### src/rtl/rtc_idx_pkg.sv
// Package: shared constants, the time record and the calendar helpers.
// Assumes years fit in YEAR_W bits and that months are numbered 1..12.
package rtc_idx_pkg;

    localparam int YEAR_W = 12;
    localparam int SEC_W  = 6;
    localparam int HOUR_W = 5;
    localparam int DOW_W  = 3;
    localparam int DOM_W  = 5;
    localparam int MON_W  = 4;

    // Register indexes. Software decodes these, so the positions are fixed.
    localparam logic [7:0] IX_SEC  = 8'd0;
    localparam logic [7:0] IX_MIN  = 8'd2;
    localparam logic [7:0] IX_HOUR = 8'd4;
    localparam logic [7:0] IX_DOW  = 8'd6;
    localparam logic [7:0] IX_DOM  = 8'd7;
    localparam logic [7:0] IX_MON  = 8'd8;
    localparam logic [7:0] IX_YEAR = 8'd9;
    localparam logic [7:0] IX_CTLA = 8'd10;
    localparam logic [7:0] IX_CTLB = 8'd11;
    localparam logic [7:0] IX_CTLC = 8'd12;

    localparam logic [6:0] CTLA_LOW = 7'h26;
    localparam logic [7:0] CTLB_VAL = 8'h46;

    typedef struct packed {
        logic [YEAR_W-1:0] year;
        logic [MON_W-1:0]  mon;
        logic [DOM_W-1:0]  dom;
        logic [DOW_W-1:0]  dow;
        logic [HOUR_W-1:0] hour;
        logic [SEC_W-1:0]  min;
        logic [SEC_W-1:0]  sec;
    } rtc_time_t;

    // Gregorian leap-year rule.
    function automatic logic is_leap(input logic [YEAR_W-1:0] y);
        return (y[1:0] == 2'b00) &&
               (((y % YEAR_W'(100)) != '0) || ((y % YEAR_W'(400)) == '0));
    endfunction

    // Last day of a month.
    function automatic logic [DOM_W-1:0] month_days(input logic [MON_W-1:0] m,
                                                    input logic leap);
        case (m)
            MON_W'(2):                       return leap ? DOM_W'(29) : DOM_W'(28);
            MON_W'(4), MON_W'(6),
            MON_W'(9), MON_W'(11):           return DOM_W'(30);
            default:                         return DOM_W'(31);
        endcase
    endfunction

endpackage

### src/rtl/rtc_time_core.sv
// Time core: binary calendar counters advanced by a one-second strobe.
// Assumes the INIT_* parameters describe a valid date and time.
module rtc_time_core
    import rtc_idx_pkg::*;
#(
    parameter int INIT_SEC   = 0,
    parameter int INIT_MIN   = 0,
    parameter int INIT_HOUR  = 0,
    parameter int INIT_DOW   = 0,
    parameter int INIT_DOM   = 1,
    parameter int INIT_MON   = 1,
    parameter int INIT_YEAR  = 2006
) (
    input  logic      clk,
    input  logic      rst_n,
    input  logic      sec_tick,
    output rtc_time_t now
);

    localparam rtc_time_t INIT_T = '{
        year: YEAR_W'(INIT_YEAR), mon: MON_W'(INIT_MON), dom: DOM_W'(INIT_DOM),
        dow: DOW_W'(INIT_DOW), hour: HOUR_W'(INIT_HOUR), min: SEC_W'(INIT_MIN),
        sec: SEC_W'(INIT_SEC)
    };

    rtc_time_t          t_q;
    logic [DOM_W-1:0]   last_day;

    // Last day of the current month, taking the leap rule into account.
    always_comb last_day = month_days(t_q.mon, is_leap(t_q.year));

    // Carry chain: sec -> min -> hour -> day/weekday -> month -> year.
    always_ff @(posedge clk) begin
        if (!rst_n) begin
            t_q <= INIT_T;
        end else if (sec_tick) begin
            if (t_q.sec != SEC_W'(59)) begin
                t_q.sec <= t_q.sec + SEC_W'(1);
            end else begin
                t_q.sec <= '0;
                if (t_q.min != SEC_W'(59)) begin
                    t_q.min <= t_q.min + SEC_W'(1);
                end else begin
                    t_q.min <= '0;
                    if (t_q.hour != HOUR_W'(23)) begin
                        t_q.hour <= t_q.hour + HOUR_W'(1);
                    end else begin
                        t_q.hour <= '0;
                        t_q.dow  <= (t_q.dow == DOW_W'(6)) ? '0 : t_q.dow + DOW_W'(1);
                        if (t_q.dom != last_day) begin
                            t_q.dom <= t_q.dom + DOM_W'(1);
                        end else begin
                            t_q.dom <= DOM_W'(1);
                            if (t_q.mon != MON_W'(12)) begin
                                t_q.mon <= t_q.mon + MON_W'(1);
                            end else begin
                                t_q.mon  <= MON_W'(1);
                                t_q.year <= t_q.year + YEAR_W'(1);
                            end
                        end
                    end
                end
            end
        end
    end

    assign now = t_q;

endmodule

### src/rtl/rtc_pi_gen.sv
// Periodic interrupt generator: divides a tick-enable input by PI_DIV.
// Assumes PI_DIV >= 2, so that pulses are always one cycle wide.
module rtc_pi_gen #(
    parameter int PI_DIV = 32
) (
    input  logic clk,
    input  logic rst_n,
    input  logic tick_en,
    output logic pulse
);

    localparam int CW = (PI_DIV > 1) ? $clog2(PI_DIV) : 1;
    localparam logic [CW-1:0] LAST = CW'(PI_DIV - 1);

    logic [CW-1:0] cnt_q;

    // Count enabled ticks and pulse once per PI_DIV of them.
    always_ff @(posedge clk) begin
        if (!rst_n) begin
            cnt_q <= '0;
            pulse <= 1'b0;
        end else begin
            pulse <= 1'b0;
            if (tick_en) begin
                if (cnt_q == LAST) begin
                    cnt_q <= '0;
                    pulse <= 1'b1;
                end else begin
                    cnt_q <= cnt_q + CW'(1);
                end
            end
        end
    end

endmodule

### src/rtl/rtc_port_if.sv
// Port interface: index latch, read multiplexer, update-in-progress
// toggle and error detection. Assumes at most one read and one write per cycle.
module rtc_port_if
    import rtc_idx_pkg::*;
#(
    parameter int YEAR_BASE = 1952
) (
    input  logic       clk,
    input  logic       rst_n,
    input  logic       rd_en,
    input  logic       wr_en,
    input  logic       port_sel,
    input  logic [7:0] wr_data,
    input  rtc_time_t  now,
    output logic [7:0] rd_data,
    output logic       rd_valid,
    output logic       err,
    output logic [7:0] idx
);

    logic [7:0]        idx_q;
    logic              uip_q;
    logic [7:0]        mux_byte;
    logic              mux_bad;
    logic [YEAR_W-1:0] year_ofs;

    // Year as reported: the calendar year minus the base.
    always_comb year_ofs = now.year - YEAR_W'(YEAR_BASE);

    // Select the data-port byte for the current index, and flag unmapped indexes.
    always_comb begin
        mux_bad  = 1'b0;
        mux_byte = 8'h00;
        case (idx_q)
            IX_SEC:  mux_byte = 8'(now.sec);
            IX_MIN:  mux_byte = 8'(now.min);
            IX_HOUR: mux_byte = 8'(now.hour);
            IX_DOW:  mux_byte = 8'(now.dow);
            IX_DOM:  mux_byte = 8'(now.dom);
            IX_MON:  mux_byte = 8'(now.mon);
            IX_YEAR: mux_byte = year_ofs[7:0];
            IX_CTLA: mux_byte = {uip_q, CTLA_LOW};
            IX_CTLB: mux_byte = CTLB_VAL;
            IX_CTLC: mux_byte = 8'h00;
            default: mux_bad  = 1'b1;
        endcase
    end

    // Register the read results, the error pulse, the index and the toggle.
    always_ff @(posedge clk) begin
        if (!rst_n) begin
            idx_q    <= 8'h00;
            uip_q    <= 1'b1;
            rd_data  <= 8'h00;
            rd_valid <= 1'b0;
            err      <= 1'b0;
        end else begin
            rd_valid <= rd_en;
            err      <= (wr_en && port_sel) || (rd_en && port_sel && mux_bad);
            if (rd_en)
                rd_data <= port_sel ? mux_byte : idx_q;
            if (wr_en && !port_sel)
                idx_q <= wr_data;
            if (rd_en && port_sel && (idx_q == IX_CTLA))
                uip_q <= ~uip_q;
        end
    end

    assign idx = idx_q;

endmodule

### src/rtl/rtc_indexed_clock.sv
// Top: indexed real-time clock. It ties together the calendar core, the
// periodic interrupt divider and the index/data port interface.
// Assumes sec_tick and tick_en are synchronous to clk.
module rtc_indexed_clock
    import rtc_idx_pkg::*;
#(
    parameter int PI_DIV     = 32,
    parameter int YEAR_BASE  = 1952,
    parameter int INIT_SEC   = 0,
    parameter int INIT_MIN   = 0,
    parameter int INIT_HOUR  = 0,
    parameter int INIT_DOW   = 0,
    parameter int INIT_DOM   = 1,
    parameter int INIT_MON   = 1,
    parameter int INIT_YEAR  = 2006
) (
    input  logic       clk,
    input  logic       rst_n,
    input  logic       sec_tick,
    input  logic       tick_en,
    input  logic       rd_en,
    input  logic       wr_en,
    input  logic       port_sel,
    input  logic [7:0] wr_data,
    output logic [7:0] rd_data,
    output logic       rd_valid,
    output logic       err,
    output logic       pi_irq
);

    rtc_time_t  now_q;
    logic [7:0] idx_q;

    rtc_time_core #(
        .INIT_SEC(INIT_SEC), .INIT_MIN(INIT_MIN), .INIT_HOUR(INIT_HOUR),
        .INIT_DOW(INIT_DOW), .INIT_DOM(INIT_DOM), .INIT_MON(INIT_MON),
        .INIT_YEAR(INIT_YEAR)
    ) u_core (
        .clk(clk), .rst_n(rst_n), .sec_tick(sec_tick), .now(now_q)
    );

    rtc_pi_gen #(.PI_DIV(PI_DIV)) u_pi (
        .clk(clk), .rst_n(rst_n), .tick_en(tick_en), .pulse(pi_irq)
    );

    rtc_port_if #(.YEAR_BASE(YEAR_BASE)) u_port (
        .clk(clk), .rst_n(rst_n), .rd_en(rd_en), .wr_en(wr_en),
        .port_sel(port_sel), .wr_data(wr_data), .now(now_q),
        .rd_data(rd_data), .rd_valid(rd_valid), .err(err), .idx(idx_q)
    );

endmodule

### config.mk
export PLATFORM = sky130hd
export DESIGN_NAME = rtc_indexed_clock
export DESIGN_NICKNAME = d
export VERILOG_FILES = /design/src/rtl/rtc_idx_pkg.sv /design/src/rtl/rtc_time_core.sv /design/src/rtl/rtc_pi_gen.sv /design/src/rtl/rtc_port_if.sv /design/src/rtl/rtc_indexed_clock.sv
export SDC_FILE = /design/constraint.sdc
export NUM_CORES = 1
export LEC_CHECK = 0
export ABC_AREA = 1
export BUFFER_PORTS_ARGS = -buffer_cell sky130_fd_sc_hd__buf_2
export CAP_MARGIN = 20
export CORE_MARGIN = 5
export CORE_UTILIZATION = 50
export DETAILED_ROUTE_END_ITERATION = 10
export PLACE_DENSITY = 0.68
export SETUP_SLACK_MARGIN = 0.05
export SYNTH_ARGS = -nofsm -noshare
export SYNTH_HDL_FRONTEND = slang
export SYNTH_HIERARCHICAL = 1
export SYNTH_SLANG_ARGS = --single-unit
export TNS_END_PERCENT = 100
### constraint.sdc
create_clock -name clk -period 4.3 [get_ports clk]
set_clock_uncertainty 0.05 [all_clocks]
set_input_delay 0.86 -clock clk [delete_from_list [all_inputs] [get_ports clk]]
set_output_delay 0.86 -clock clk [all_outputs]
set_load 0.05 [all_outputs]
## After elaboration in Yosys (flattened, before gate mapping)

Cells that the tools add are included.

| word-level totals | value |
|---|---|
| output and inout bits | 11 |
| bits of input ports | 15 |
| register bits | 66 |
| word-level logic and storage cells | 86 |

| cells by class | value |
|---|---|
| div/mod/pow operators | 2 |
| equal/unequal tests | 21 |
| bitwise logic cells | 6 |
| mux-type cells | 13 |
| add/sub/neg operators | 9 |
| reductions and logical operators | 21 |

Operators with widths:

| operator | count |
|---|---|
| $pmux 8 s9 | 1 |
| $eq 8x4->1 const B | 5 |
| $eq 8x3->1 const B | 3 |
| $add 5x1->5 const B | 3 |
| $mux 5 | 3 |
| $add 12x1->12 const B | 1 |
| $add 6x1->6 const B | 2 |
| $logic_not 12->1 | 1 |
| $mod 12x7->12 const B | 1 |
| $mod 12x9->12 const B | 1 |
| $mux 6 | 2 |
| $ne 6x6->1 const B | 2 |
| $reduce_bool 12->1 | 1 |
| $pmux 5 s2 | 1 |
| $reduce_or 10->1 | 1 |
| $eq 4x3->1 const B | 2 |
| $eq 4x4->1 const B | 2 |
| $eq 8x2->1 const B | 1 |
| $logic_not 8->1 | 1 |
| $mux 8 | 1 |
| $sub 8x8->8 const B | 1 |
| $logic_and 1x1->1 | 6 |
| $not 1->1 | 6 |
| $reduce_and 6->1 | 1 |
| other kinds (19) | 23 |

## Depth between registers and ports, before layout

| depth | value |
|---|---|
| depth in word-level cells | 9 |
| depth in mapped cells | 42 |
| mapped depth without buffers | 41 |

## Cells and area by module

Netlist, hierarchy kept.

By module, submodules not included:

| module | sequential area each (um^2) | instances | area each (um^2) | cells each |
|---|---|---|---|---|
| rtc_time_core | 820.8 | 1 | 3009.1 | 463 |
| rtc_port_if | 380.4 | 1 | 1283.7 | 201 |
| rtc_pi_gen | 120.1 | 1 | 261.5 | 34 |

## Worst setup path before layout

No wires, ideal clock.

| timing | value |
|---|---|
| path type | reg2reg |
| start | register u_core.t_q, in the netlist u_core/now[36] |
| end | register u_core.t_q, in the netlist u_core/now[39] |
| clock period less this slack | 3546 ps |
| path buffers | 2 |
| arrival time | 3366 ps |
| data required time | 4120 ps |
| path slack | 754 ps |
| cell stages (with the launch flop) | 38 |
| library setup time | 130 ps |
| cells stage by stage | dfxtp_1 > buf_6 > nor2_8 > nand2_4 > nand3_4 > nand2_2 > nand3_2 > nand2_4 > nand2_4 > nand2_1 > nand4_2 > nand2_4 > nand3_1 > nand2_2 > nand3_2 > nand2_4 > nand2_4 > nand2_2 > [2 not listed] > nand2_2 > nand2_4 > nand3_1 > nand2_2 > nand3_1 > nand2_1 > nand2_1 > nand2_1 > nand3_1 > nand2_1 > nand2_1 > nand3_2 > nand2_2 > nor2_4 > buf_6 > nand3_1 > nand2_1 > nand3_1 |

| between the ends | value |
|---|---|
| cells in the longest elaborated chain, start to end | 9 |
| elaborated cells on any way between the ends | 12 |
| those cells by class | add/sub: 1; div: 2; eq/ne: 1; mux: 2; bitwise: 1; reduce/logical: 5 |

RTL lines:

| item | line | source |
|---|---|---|
| start, declared | rtc_time_core.sv:26 | `rtc_time_t t_q;` |
| $mod 12x7->12 / $mod 12x9->12 (equally long branches) | rtc_idx_pkg.sv:40 | `(((y % YEAR_W'(100)) != '0) \|\| ((y % YEAR_W'(400)) == '0));` |
| $reduce_bool 12->1 / $logic_not 12->1 (equally long branches) | rtc_idx_pkg.sv:40 |  |
| $logic_or 1x1->1 | rtc_idx_pkg.sv:40 |  |
| $logic_and 1x1->1 | rtc_idx_pkg.sv:39 | `return (y[1:0] == 2'b00) &&` |
| $mux 1 | rtc_idx_pkg.sv:47 | `MON_W'(2): return leap ? DOM_W'(29) : DOM_W'(28);` |
| $pmux 5 s2 | rtc_idx_pkg.sv:46 | `case (m)` |
| $ne 5x5->1 | rtc_time_core.sv:50 | `if (t_q.dom != last_day) begin` |
| $not 1->1 (no line) | n/a |  |
| $reduce_and 6->1 (no line) | n/a |  |

Parallel ways exist; a longest one is shown, timed or not.
A chain may end at the register's enable or synchronous reset.

## Worst setup path in the final report

| timing | value |
|---|---|
| start | register u_core.t_q, in the netlist u_core/now[36] |
| end | register u_core.t_q, in the netlist u_core/now[37] |

Same word-level chain as after synthesis.

==> results by group <==
STA
  • Slew @ Worst Pin: 0.591 ns
  • Fin. max-slew vios: 0
  • Relative slew slack: 60.6%
  • Worst Hold Slack: 0.441 ns
  • Final setup viols: 0
  • Period utilization: 93.2%
  • Tmin final: 4.01 ns
  • FMAX: 249 MHz
  • Fin. Hold Viols: 0
  • RSZ-0062 raised after global routing: true

Global route
  • First-pass GRT wire length: 18,900 µm
  • Congestion Overflow GR: 0
  • Largest net degree at the start of global routing: 34
  • Vias in the first global route: 4,360
  • Initial antenna violation count: 0
  • Total GRT Usage: 20.0%

Power and ir drop
  • Combinational share of power: 9.6%
  • Sequential share of power: 48.2%
  • Sw frac: 27.3%
  • Psw: 0.361 mW
  • Power Dens Cells: 249 nW/µm²
  • P_int: 0.961 mW
  • Power share of the clock group: 42.2%
  • Leakage: 2.45 nW
  • VDD IR-drop max: 0.165 mV

Setup path
  • R2R Path Start: u_core/now[36]
  • Capturing point of the worst reg2reg path: u_core/now[37]
  • CP max FO: 8
  • R2r setup slk: 0.29 ns
  • Crit path capture: u_core/now[37]
  • Slowest stage cell, crit path: dfxtp_4
  • Worst setup EP type: flop
  • Worst Setup SP: u_core/now[36]
  • Worst Path Required: 4.48 ns
  • Delay of the slowest critical-path stage: 0.41 ns
  • WS Path Type: reg2reg
  • Worst path bufs/invs: 1
  • Critical Path Stages: 38
  • Startpoint types: flop
  • Most frequent CP cell: nand2_4
  • WP data arrival: 4.19 ns
  • Family with the most delay on the worst path: simple AND/OR/NAND/NOR gates
  • R2R depth: 38

Synth
  • Most numerous cell in the Yosys netlist: nand2_1
  • Post-synth EDFFs: 0
  • Seq/Total Area, Yosys: 29.0%
  • Average size of a mapped cell: 6.52 µm²
  • Post-synth top area cell: dfxtp_1
  • Total of warnings raised by yosys: 6
  • Async S/R FF share, synth: 0%
  • Post-synthesis cell type count: 42
  • Synth Instances: 698
  • Register bit total from synthesis: 66
  • Synth cell count leaders: nand2_1, nand3_1, inv_1, nor2_1, dfxtp_1
  • Top cells by area, synth: dfxtp_1, nand2_1, nand3_1
  • Ys flop type: dfxtp_1
  • Cell Area, Synth: 4550 µm²
  • Synthesized net count: 726
  • Yosys top cell area share: 29.0%

Detailed routing
  • DR WL/cell: 13.6 µm
  • TritonRoute pass-1 iters: 5
  • 1st-iter DRT viols: 308
  • DR DRC count: 0
  • ANT nets after route: 0
  • Via density: 5.49
  • DRT Wirelength: 11,500 µm
  • Vias post-DR: 4,670

Finish
  • Share of layout cells above drive strength 1: 22.4%
  • Inserted Diodes: 0
  • # fillers: 858
  • Area growth from synthesis to layout: 16.5%
  • Nets@finish: 765
  • Fin cells: 850
  • Fin area: 5310 µm²
  • Final core utilization: 60.3%

Hold path
  • Hold crit path type: reg2reg
  • Hold Startpoint: u_port/uip_q

Clock network
  • Clock Latency Late Sink: 0.35 ns
  • Clock Pin Slew Worst Setup and Hold Paths: 0.07 ns
  • Hold Buf Count CTS: 0
  • Root Driver: clkbuf_8
  • CTS tree: done
  • CTS H-tree lvls: 3
  • CTS buffer count: 9
  • Clk sinks: 66
  • Longest Clk Path Bufs: 2

Die
  • Cell row count: 34
  • # IOs: 26
  • Core Region: 8810 µm²
  • Die extent in y: 105 µm
  • Die width: 105 µm
  • Initial Util: 51.7%
  • DIE AREA: 11,100 µm²

Placed design
  • Dpl hpwl: 8070 µm
  • GPL Wtd Cong: 0.854
  • Port Buf Inserts: 25
  • Placed cell count: 817
  • DP Area: 4730 µm²

Job
  • Max-Cap Viols: 0

Status
  • Status: complete, no violations
-- cell usage in the layout, fill, tap and decap left out, types with 3 or more instances in the layout --
cell and n:
nand4_1 26, buf_4 21, o21ai_0 35, nor2_2 6, nand2_4 20, nand3_4 4
clkinvlp_4 3, nor2_1 68, nor4_1 3, a21oi_2 6, inv_2 10, dfxtp_1 61
nor2_4 8, a211oi_1 3, nand2_2 28, dfxtp_2 3, ha_1 13, xor2_1 6
clkbuf_8 11, nand3_1 76, and3_1 3, nand4_4 3, buf_2 25, nand2_1 130
o21ai_1 10, inv_1 78, a21oi_1 37, nand3_2 7, nor3_1 12
-- timing repair --
action / 4_1_cts / 5_1_grt
setup endpoints to repair: 0 / 21
setup buffers: 0 / 17
gates resized for setup: 0 / 60
-- state kept, by name, indices dropped and copies added (netlist names) --
signal,flops
u_core/now,41
u_pi/cnt_q,5
u_port/rd_valid,1
u_port/uip_q,1
u_port/err,1
u_port/rd_data,8
u_pi/pulse,1
u_port/idx,8
-- cells by family (layout without fill, tap and decap cells) --
kind of cell               count (synthesis)  in the layout  synth area share, %
and+or+nand+nor                          400            400                 43.3
AOI/OAI and AO/OA                        101            101                 12.2
DFF                                       66             66                 29.0
buffers and inverters                    109            153                 10.2
xor gates and xnor gates                   8              8                 1.54
muxes                                      1              1                0.220
adders and majority gates                 13             13                 3.57
-- worst reg2reg max path: cells and delay by family, from the launching register on --
kind,cells,cell delay (ns)
AND/OR/NAND/NOR,37,3.31
flip-flops,1,0.41
buffers and inverters,1,0.15
-- power by group through the flow --
stage,Clock [mW],Sequential [mW],Combinational [mW]
after floorplan,0,0.669,0.0840
after global placement,0,0.652,0.126
after detailed placement,0,0.652,0.127
after CTS,0.571,0.638,0.128
after global routing,0.592,0.639,0.142
final,0.557,0.637,0.127
-- metrics by stage --
stage | worst slack [ns] | total power, mW | TNS, ns
finish | 0.291 | 1.32 | 0
global placement | 0.293 | 0.778 | 0
global route | -0.0705 | 1.37 | -0.266
floorplan | 0.754 | 0.753 | 0
CTS | 0.111 | 1.34 | 0
detailed placement | 0.113 | 0.780 | 0
-- area by class of cell --
| type | instances | area, µm² | area share, % |
|---|---|---|---|
| Multi-Input combinational cell | 523 | 2980 | 56.2 |
| Sequential cell | 66 | 1330 | 25.1 |
| Tap cell | 108 | 135 | 2.55 |
| Timing Repair Buffer | 48 | 305 | 5.75 |
| Clock inverter | 5 | 61.3 | 1.16 |
| Inverter | 89 | 337 | 6.34 |
| Clock buffer | 11 | 151 | 2.85 |
-- worst min path at each step --
| stage | depth (start not counted) | endpoint | slack (ns) |
|---|---|---|---|
| finish | 2 | u_port/uip_q | 0.44 |
| global route | 2 | u_port/uip_q | 0.47 |
| CTS | 2 | u_port/uip_q | 0.44 |
| detailed placement | 2 | u_port/uip_q | 0.43 |
| global placement | 2 | u_port/uip_q | 0.41 |
| floorplan | 2 | u_port/uip_q | 0.40 |
-- layer usage --
layer / vias to the layer above / part of all wire, % / track usage [%]
li1: 2387 / - / -
met1: 2171 / 44 / 23.8
met5: - / 0 / 0
met4: 0 / 1.7 / 6.94
met3: 21 / 3.1 / 3.06
met2: 91 / 51 / 36.3
No activity file was read; power rests on OpenSTA's default activity.
